$ cat config.mk
export PLATFORM = sky130hd
export DESIGN_NAME = wake_seq
export DESIGN_NICKNAME = d
export VERILOG_FILES = /design/src/rtl/wake_seq_pkg.sv /design/src/rtl/wake_seq_dp.sv /design/src/rtl/wake_seq_ctrl.sv /design/src/rtl/wake_seq.sv
export SDC_FILE = /design/constraint.sdc
export NUM_CORES = 1
export LEC_CHECK = 0
export ABC_AREA = 1
export BUFFER_PORTS_ARGS = -buffer_cell sky130_fd_sc_hd__buf_2
export CORE_ASPECT_RATIO = 1.4
export CORE_MARGIN = 2
export CORE_UTILIZATION = 40
export DETAILED_ROUTE_END_ITERATION = 16
export SYNTH_ARGS = -nofsm -noshare
export SYNTH_HDL_FRONTEND = slang
export SYNTH_SLANG_ARGS = --single-unit
export TNS_END_PERCENT = 20
$ cat constraint.sdc
create_clock -name clk -period 1.95 [get_ports clk]
set_input_delay 0.195 -clock clk [delete_from_list [all_inputs] [get_ports clk]]
set_output_delay 0.195 -clock clk [all_outputs]
set_load 0.005 [all_outputs]
$ cat src/rtl/wake_seq_pkg.sv
package wake_seq_pkg;

  typedef enum logic [2:0] {
    ST_RUN   = 3'd0,
    ST_SLEEP = 3'd1,
    ST_OSC   = 3'd2,
    ST_START = 3'd3,
    ST_LAT   = 3'd4,
    ST_ISR   = 3'd5
  } seqState_e;

  // control -> datapath strobes
  typedef struct packed {
    logic loadStart;
    logic loadLat;
    logic dec;
  } seqStrb_t;

  // datapath -> control status
  typedef struct packed {
    logic cntZero;
    logic startZero;
  } seqStat_t;

  // idle, standby and extended standby keep the clock source alive
  function automatic logic isShallow(input logic [2:0] mode);
    return (mode == 3'd0) || (mode == 3'd3) || (mode == 3'd4);
  endfunction

endpackage

$ cat src/rtl/wake_seq_dp.sv
module wake_seq_dp
  import wake_seq_pkg::*;
#(
  parameter int CNT_W     = 14,
  parameter int RC_CYC    = 6,
  parameter int ISR_CYC   = 13,
  parameter int XTAL_CYC0 = 0,
  parameter int XTAL_CYC1 = 256,
  parameter int XTAL_CYC2 = 1000,
  parameter int XTAL_CYC3 = 16000
) (
  input  logic       clk,
  input  logic       rstN,
  input  logic [1:0] clkSrc,
  input  logic [1:0] xtalSel,
  input  seqStrb_t   strb,
  output seqStat_t   stat
);

  localparam logic [CNT_W-1:0] LAT_LOAD = CNT_W'(ISR_CYC - 1);
  localparam int               N_XTAL   = 4;

  logic [CNT_W-1:0] xtalTab [N_XTAL];
  logic [CNT_W-1:0] startDelay;
  logic [CNT_W-1:0] cnt;

  generate
    for (genvar g = 0; g < N_XTAL; g++) begin : gXtal
      localparam int CYC = (g == 0) ? XTAL_CYC0 :
                           (g == 1) ? XTAL_CYC1 :
                           (g == 2) ? XTAL_CYC2 : XTAL_CYC3;
      assign xtalTab[g] = CNT_W'(CYC);
    end
  endgenerate

  always_comb begin
    if (clkSrc == 2'b10) startDelay = xtalTab[xtalSel];
    else                 startDelay = CNT_W'(RC_CYC);
  end

  always_ff @(posedge clk or negedge rstN) begin
    if (!rstN)              cnt <= '0;
    else if (strb.loadStart) cnt <= startDelay - CNT_W'(1);
    else if (strb.loadLat)   cnt <= LAT_LOAD;
    else if (strb.dec)       cnt <= cnt - CNT_W'(1);
  end

  assign stat.cntZero   = (cnt == '0);
  assign stat.startZero = (startDelay == '0);


  no_underflow_chk: assert property (@(posedge clk) disable iff (!rstN)
    strb.dec |-> (cnt != '0));


  lat_load_chk: assert property (@(posedge clk) disable iff (!rstN)
    strb.loadLat |=> (cnt == LAT_LOAD));

endmodule

$ cat src/rtl/wake_seq_ctrl.sv
module wake_seq_ctrl
  import wake_seq_pkg::*;
(
  input  logic       clk,
  input  logic       rstN,
  input  logic       sleepReq,
  input  logic [2:0] sleepMode,
  input  logic       wakeEvt,
  input  logic       oscReady,
  input  seqStat_t   stat,
  output seqStrb_t   strb,
  output logic       cpuClkEn,
  output logic       busy,
  output logic       isrStart
);

  seqState_e state, stateNxt;
  logic      deepQ;

  always_comb begin
    stateNxt = state;
    strb     = '0;
    unique case (state)
      ST_RUN:   if (sleepReq) stateNxt = ST_SLEEP;
      ST_SLEEP: if (wakeEvt) begin
                  if (deepQ) stateNxt = ST_OSC;
                  else begin
                    stateNxt     = ST_LAT;
                    strb.loadLat = 1'b1;
                  end
                end
      ST_OSC:   if (oscReady) begin
                  if (stat.startZero) begin
                    stateNxt     = ST_LAT;
                    strb.loadLat = 1'b1;
                  end else begin
                    stateNxt       = ST_START;
                    strb.loadStart = 1'b1;
                  end
                end
      ST_START: if (stat.cntZero) begin
                  stateNxt     = ST_LAT;
                  strb.loadLat = 1'b1;
                end else strb.dec = 1'b1;
      ST_LAT:   if (stat.cntZero) stateNxt = ST_ISR;
                else strb.dec = 1'b1;
      ST_ISR:   stateNxt = ST_RUN;
      default:  stateNxt = ST_RUN;
    endcase
  end

  always_ff @(posedge clk or negedge rstN) begin
    if (!rstN) begin
      state <= ST_RUN;
      deepQ <= 1'b0;
    end else begin
      state <= stateNxt;
      if (state == ST_RUN && sleepReq) deepQ <= !isShallow(sleepMode);
    end
  end

  assign cpuClkEn = (state == ST_RUN) || (state == ST_LAT) || (state == ST_ISR);
  assign busy     = (state == ST_OSC) || (state == ST_START) ||
                    (state == ST_LAT) || (state == ST_ISR);
  assign isrStart = (state == ST_ISR);


  isr_pulse_chk: assert property (@(posedge clk) disable iff (!rstN)
    isrStart |=> !isrStart);


  isr_clk_chk: assert property (@(posedge clk) disable iff (!rstN)
    isrStart |-> (cpuClkEn && busy && $past(cpuClkEn)));


  clk_rise_busy_chk: assert property (@(posedge clk) disable iff (!rstN)
    $rose(cpuClkEn) |-> busy);


  busy_end_chk: assert property (@(posedge clk) disable iff (!rstN)
    $fell(busy) |-> ($past(isrStart) && cpuClkEn));


  osc_gate_chk: assert property (@(posedge clk) disable iff (!rstN)
    (state == ST_OSC && !oscReady) |=> !cpuClkEn);

endmodule

$ cat src/rtl/wake_seq.sv
module wake_seq #(
  parameter int CNT_W     = 14,
  parameter int RC_CYC    = 6,
  parameter int ISR_CYC   = 13,
  parameter int XTAL_CYC0 = 0,
  parameter int XTAL_CYC1 = 256,
  parameter int XTAL_CYC2 = 1000,
  parameter int XTAL_CYC3 = 16000
) (
  input  logic       clk,
  input  logic       rstN,
  input  logic       sleepReq,
  input  logic [2:0] sleepMode,
  input  logic [1:0] clkSrc,
  input  logic [1:0] xtalSel,
  input  logic       oscReady,
  input  logic       wakeEvt,
  output logic       cpuClkEn,
  output logic       busy,
  output logic       isrStart
);

  import wake_seq_pkg::*;

  seqStrb_t strb;
  seqStat_t stat;

  wake_seq_ctrl uCtrl (
    .clk      (clk),
    .rstN     (rstN),
    .sleepReq (sleepReq),
    .sleepMode(sleepMode),
    .wakeEvt  (wakeEvt),
    .oscReady (oscReady),
    .stat     (stat),
    .strb     (strb),
    .cpuClkEn (cpuClkEn),
    .busy     (busy),
    .isrStart (isrStart)
  );

  wake_seq_dp #(
    .CNT_W    (CNT_W),
    .RC_CYC   (RC_CYC),
    .ISR_CYC  (ISR_CYC),
    .XTAL_CYC0(XTAL_CYC0),
    .XTAL_CYC1(XTAL_CYC1),
    .XTAL_CYC2(XTAL_CYC2),
    .XTAL_CYC3(XTAL_CYC3)
  ) uDp (
    .clk    (clk),
    .rstN   (rstN),
    .clkSrc (clkSrc),
    .xtalSel(xtalSel),
    .strb   (strb),
    .stat   (stat)
  );

endmodule

==> results of run 1 <==
==> cell families (layout without fill, tap and decap cells) <==
family / Yosys count / count (layout) / share of synthesized area
adders and majority gates: 4 / 4 / 0.0322
and+or+nand+nor: 165 / 165 / 0.510
DFF: 18 / 18 / 0.290
buffers and inverters: 31 / 51 / 0.0845
xor gates and xnor gates: 4 / 4 / 0.0225
AOI/OAI and AO/OA: 17 / 17 / 0.0604
==> flip-flops by register name, summed over array words and instances (netlist names) <==
signal,flops
uCtrl.deepQ,1
uCtrl.state,3
uDp.cnt,14
==> stage by stage <==
step	util	setup WS (ps)	area (sq um)
finish	0.476	206	1750
global route	0.476	58.1	1750
CTS	0.475	155	1750
detailed placement	0.457	118	1680
floorplan	-	423	1550
global placement	0.457	119	1680
==> how the worst min path moves through the flow <==
stage	slack [ps]	cells past startpoint	end	startpoint
after global placement	170	1	uDp.cnt[1]$_DFFE_PN0P_	rstN
final	260	4	uCtrl.deepQ$_DFFE_PN0P_	sleepMode[1]
after CTS	260	4	uCtrl.deepQ$_DFFE_PN0P_	sleepMode[1]
after detailed placement	170	1	uDp.cnt[2]$_DFFE_PN0P_	rstN
after floorplan	-100	0	uCtrl.deepQ$_DFFE_PN0P_	rstN
after global routing	280	4	uCtrl.deepQ$_DFFE_PN0P_	sleepMode[1]
==> layout make-up <==
cell class	instances	area, sq um
well taps	42	52.6
clock buffers	4	55.1
repair buffers	19	110
fillers	404	1930
inverters	28	105
flip-flops and latches	18	450
multi-input cells	190	977
==> metal layers <==
metal / global-route usage / share of wire
met1: 0.228 / 0.44
met2: 0.342 / 0.51
met3: 0.0250 / 0.027
met4: 0.0833 / 0.023
met5: 0 / 0
==> power by group through the flow <==
stage | sequential [uW] | clock, uW | combinational, uW
2_1_floorplan | 664 | 0 | 1120
4_1_cts | 700 | 325 | 1430
3_3_place_gp | 707 | 0 | 1410
5_1_grt | 726 | 341 | 1650
6_report | 703 | 319 | 1430
3_5_place_dp | 707 | 0 | 1420
==> critical path, delay by kind of cell, from the launching register on <==
kind | cells | cell delay [ps]
simple gates | 6 | 620
flops | 1 | 380
buf+inv | 2 | 350
fa+ha+maj | 1 | 170
xor+xnor | 1 | 150
==> placed cells by master (no fill, tap or decap), drive strengths merged, types with 3 or more instances in the layout <==
cell | synthesis | routed
nor2 | 50 | 50
clkbuf | 0 | 4
buf | 3 | 18
nand3b | 6 | 6
nand2 | 76 | 76
inv | 27 | 27
o21ai | 9 | 9
dfrtp | 18 | 18
xor2 | 3 | 3
ha | 4 | 4
nor3 | 3 | 3
nand3 | 29 | 29
a21oi | 4 | 4
==> repair_timing <==
action | 4_1_cts | 5_1_grt
hold buffers | 1 | 0
endpoints found under the setup margin | 0 | 1
endpoints found under the hold margin | 18 | 0
resized for setup | 0 | 1
setup buffers | 0 | 0
==> reports/results.ini, run 1 <==
[synthesis]
ys_ff_latch=18
synth_fp_nets=255
yosysWarnings=0
synth_top_area_cell=dfrtp_1
synthArstFlopShare=1.00
yosysSeqAreaShare=0.290
syn_area_per_cell_sq_um=6.50
synthTopCellsByCount=69 x nand2_1, 38 x nor2_1, 26 x nand3_1
synth_top_cell_area_share=0.290
synth_cells=239
synth-edff-count=0
yosysMostFrequentCell=nand2_1
synth_area_leaders=dfrtp_1 29%, nand2_1 17%, nor2_1 9.2%, nand3_1 8.4%, inv_1 6.0%
synth_cell_types=30
synth_ff_type=dfrtp_1
syn_area_sq_um=1550

[setup_path]
critPathLaunchType=register
critPathCaptureType=register
r2r_slack_ps=210
cp_common_cell=nand2_1
crit_slowest_cell=dfrtp_1
cpPeakStageDelay_ps=380
crit_start=uDp.cnt[0]$_DFFE_PN0P_
crit_required_ps=2150
crit_end=uDp.cnt[0]$_DFFE_PN0P_
worstReg2RegEnd=uDp.cnt[0]$_DFFE_PN0P_
worstPathArrival_ps=1950
worstSetupPathType=register to register
rr_worst_depth=10
crit_fanout=9
r2r-start=uDp.cnt[0]$_DFFE_PN0P_
crit_chain=inv_1, ha_1, nand3_1, nor2_1, nand2_2, nand2_4, buf_4, xor2_1, nand2_1, nand2_1

[clock_tree]
cts.clk_slew.worst_paths_ps=70
cts_tree=built
numCtsBuffers=3
clock-sinks=18
clock_path_buffers=2
insertion_delay_ps=260
htree_levels=1
cts_root_buf=clkbuf_8

[timing]
slew_headroom=0.716
setup_tns_ps=0
rsz0062_at_grt=no
finalSetupViolations=0
max_clock_freq_mhz=574
slew_violations=0
worst-slew-pin-transition_ps=426
worst_clock_skew_ps=2.32
hold_viol_final=0
fin_crit_ps=1740
period_share=0.894
hold_slack_ps=257

[power_and_ir_drop]
ir_drop_uv=580
power_leakage_uw=0.000953
clkPwrFrac=0.130
p_sw_frac=0.495
p_sw_uw=1210
seq_power_share=0.287
pwr-share-comb=0.583
p_per_area_nw_per_um2=1400
power.internal_uw=1240
total_power_uw=2450

[finish]
diodes=0
drive_gt1_frac=0.181
nets=276
fin_cells=301
area_growth_pct=12.6

[floorplanning]
die_x_microns=56.7
dieArea_sq_um=4410
dieHeight_microns=77.8
core_sq_um=3680
pin_count=15
num_rows=26
start_util=0.423

[grt]
antenna_found_initial=0
grt_pass1_wl_mm=6.57
grt_use_total=0.193
grt_pass1_vias=1456
grt_max_degree=19
globalRoute.totalOverflow=0

[routing]
via_per_inst=5.05
post_drt_wl_per_cell_microns=12.3
wl_mm=3.71
ant_nets=0
drtIter0Drc=46
dr.pass1.iters=4
num_vias=1520
drc=0

[placement]
portBuffers=14
hpwl_mm=2.92
placedCellCount=296
gp_congestion=0.839

[hold_path]
hp-class=input port to register

[run]
maxCapViolCount=0

[run_status]
outcome=finished clean

(Power assumes the default switching activity.)
==> run 2, diff against run 1 <==
- CAP_MARGIN: default -> 20
- PLACE_DENSITY_LB_ADDON: default -> 0.05
==> run 2 against run 1 <==
Compared with the run above: first-iteration DRC count shrank 28%; count of clock-buffer cells in the layout is the same; critical path type unchanged; final cell count grew 0.66%; highest routed layer unchanged; largest cell class unchanged; wire length grew 5.2%; setup slack gained 29 ps.
==> reports/results.ini, run 2 (synthesized netlist as in run 1, its figures left out) <==
[run_status]
outcome=finished clean

[grt]
grt_use_total=0.200  ; +0.00740
grt_pass1_vias=1500  ; +3.0%
antenna_found_initial=0  ; unchanged
globalRoute.totalOverflow=0  ; unchanged
grt_max_degree=19  ; unchanged
grt_pass1_wl_mm=6.89  ; +4.8%

[finish]
multi_input_area_sq_um=980  ; +0.26%
diodes=0  ; unchanged
drive_gt1_frac=0.192  ; +0.0101
nets=278  ; +0.72%
layout_commonest_cell=nand2_1
fill_cells=424  ; +5.0%
final_cell_mix=69 x nand2_1, 37 x nor2_1, 26 x nand3_1, 25 x inv_1, 18 x dfrtp_1
regMostFlops=uDp.cnt
register_area_sq_um=450  ; unchanged
area_growth_pct=13.8
top_regs=uDp.cnt (14), uCtrl.state (3), uCtrl.deepQ (1)
largest_reg_flops=14  ; unchanged

[timing]
worst_clock_skew_ps=6.88  ; +4.56 ps
layout_setup_ws_ps=236  ; +29.4 ps
max_clock_freq_mhz=583  ; +1.7%
setup_tns_ps=0  ; unchanged
rsz0062_at_grt=no
worst-slew-pin-transition_ps=456  ; +30.9 ps
fin_crit_ps=1710  ; -29.4 ps
slew_headroom=0.696  ; -0.0206
finalSetupViolations=0  ; unchanged
period_share=0.879  ; -0.0151
hold_viol_final=0  ; unchanged
slew_violations=0  ; unchanged

[setup_path]
cp_common_cell=nor2_1
worstPathArrival_ps=1870  ; -80 ps
crit_cells=9  ; -1
worstReg2RegEnd=uDp.cnt[7]$_DFFE_PN0P_
critPathTopFamily=simple AND/OR/NAND/NOR gates
r2r_slack_ps=240  ; +30 ps
r2r-start=uDp.cnt[0]$_DFFE_PN0P_
rr_worst_depth=9  ; -1
cpPeakStageDelay_ps=380  ; about the same
crit_start=uDp.cnt[0]$_DFFE_PN0P_
critPathCaptureType=register
crit_required_ps=2100  ; -50 ps
path_buf_inv=1  ; -1
crit_chain=inv_1, ha_1, nand3_1, nor2_2, nand2_2, nand2_4, nand3_4, nor2_1, nor2_1
crit_fanout=12  ; +3
crit_slowest_cell=dfrtp_1
crit_end=uDp.cnt[7]$_DFFE_PN0P_
worstSetupPathType=register to register
critPathLaunchType=register

[placement]
portBuffers=14  ; unchanged
dpl_worst_slack_ps=151  ; +33.5 ps
gp_congestion=0.852  ; +1.6%
hpwl_mm=3.02  ; +3.4%

[power_and_ir_drop]
ir_drop_uv=711  ; +23%
power_leakage_uw=0.000960  ; +0.75%
p_per_area_nw_per_um2=1390  ; -0.82%

[clock_tree]
numCtsBuffers=3  ; unchanged
cts_tree=built
cts_root_buf=clkbuf_8
cts.clk_slew.worst_paths_ps=80  ; about the same
clock-sinks=18  ; unchanged
clock_path_buffers=2  ; unchanged
post_cts_buffers=0  ; unchanged
insertion_delay_ps=260  ; about the same
htree_levels=1  ; unchanged

[routing]
drc=0  ; unchanged
met1_length_mm=1.67  ; +1.7%
wl_met3_microns=65  ; -34%
wl_mm=3.90  ; +5.2%
ant_nets=0  ; unchanged
dr.pass1.iters=4  ; unchanged
drtIter0Drc=33  ; -28%
via_per_inst=4.94  ; -2.2%
num_vias=1496  ; -1.6%
routed.top_layer=met4
post_drt_wl_per_cell_microns=12.9  ; +4.5%
met2WireLength_mm=2.11  ; +12%

[run]
maxCapViolCount=0  ; unchanged

[floorplanning]
dieHeight_microns=77.8  ; unchanged
num_rows=26  ; unchanged
start_util=0.423  ; unchanged
die_x_microns=56.7  ; unchanged
core_sq_um=3680  ; unchanged
pin_count=15  ; unchanged
dieArea_sq_um=4410  ; unchanged

[hold_path]
worstHoldStart=sleepMode[1]
hp-class=input port to register

==> run 2: cell types whose count changed in the layout (fill, tap and decap cells not counted), sizes merged <==
| cell | previous run | this run |
|---|---|---|
| buf | 18 | 20 |
==> run 2: report_power, final <==
group          total, uW  switching, uW  internal (uW)
clock network        322            142            180
logic               1430            895            531
registers            705            173            532
total               2450           1210           1240
==> run 2: what timing repair did <==
item                       CTS  global route
hold endpoints to repair    18             0
setup endpoints to repair    0            17
resized for setup            0             2
hold buffers                 1             0
==> run 2: how the worst min path moves through the flow <==
stage / end / slack (ps) / depth (start not counted)
2_1_floorplan: uCtrl.deepQ$_DFFE_PN0P_ / -100 / 0
3_3_place_gp: uDp.cnt[13]$_DFFE_PN0P_ / 170 / 1
3_5_place_dp: uDp.cnt[13]$_DFFE_PN0P_ / 170 / 1
4_1_cts: uCtrl.deepQ$_DFFE_PN0P_ / 260 / 4
5_1_grt: uCtrl.deepQ$_DFFE_PN0P_ / 310 / 4
6_report: uCtrl.deepQ$_DFFE_PN0P_ / 260 / 4
==> run 2: routing by layer <==
layer,GRT usage,vias up
met5,0,-
met4,0.0571,0
met3,0.0200,5
met2,0.371,19
met1,0.239,673
li1,-,799
==> run 2: cell type report <==
| cell class | count | area share |
|---|---|---|
| tap | 42 | 0.0297 |
| sequential | 18 | 0.255 |
| inverter | 28 | 0.0594 |
| timing repair buffer | 21 | 0.0708 |
| multi-input combinational | 190 | 0.554 |
| clock buffer | 4 | 0.0311 |
==> run 2: worst min-delay path, cell delays in order <==
cell     delay [ps]
buf_2            80
o21ai_0          80
nand2_1          50
o21ai_0          70
==> run 2: per-stage QoR <==
stage          area, sq um  total power (uW)  hold slack (ps)  instances   util
6_report              1770              2450              262        303  0.481
4_1_cts               1760              2460              261        303  0.479
2_1_floorplan         1550              1780             -101        239      -
3_5_place_dp          1700              2120              175        298  0.461
3_3_place_gp          1700              2130              172        298  0.461
5_1_grt               1770              2750              310        303  0.481
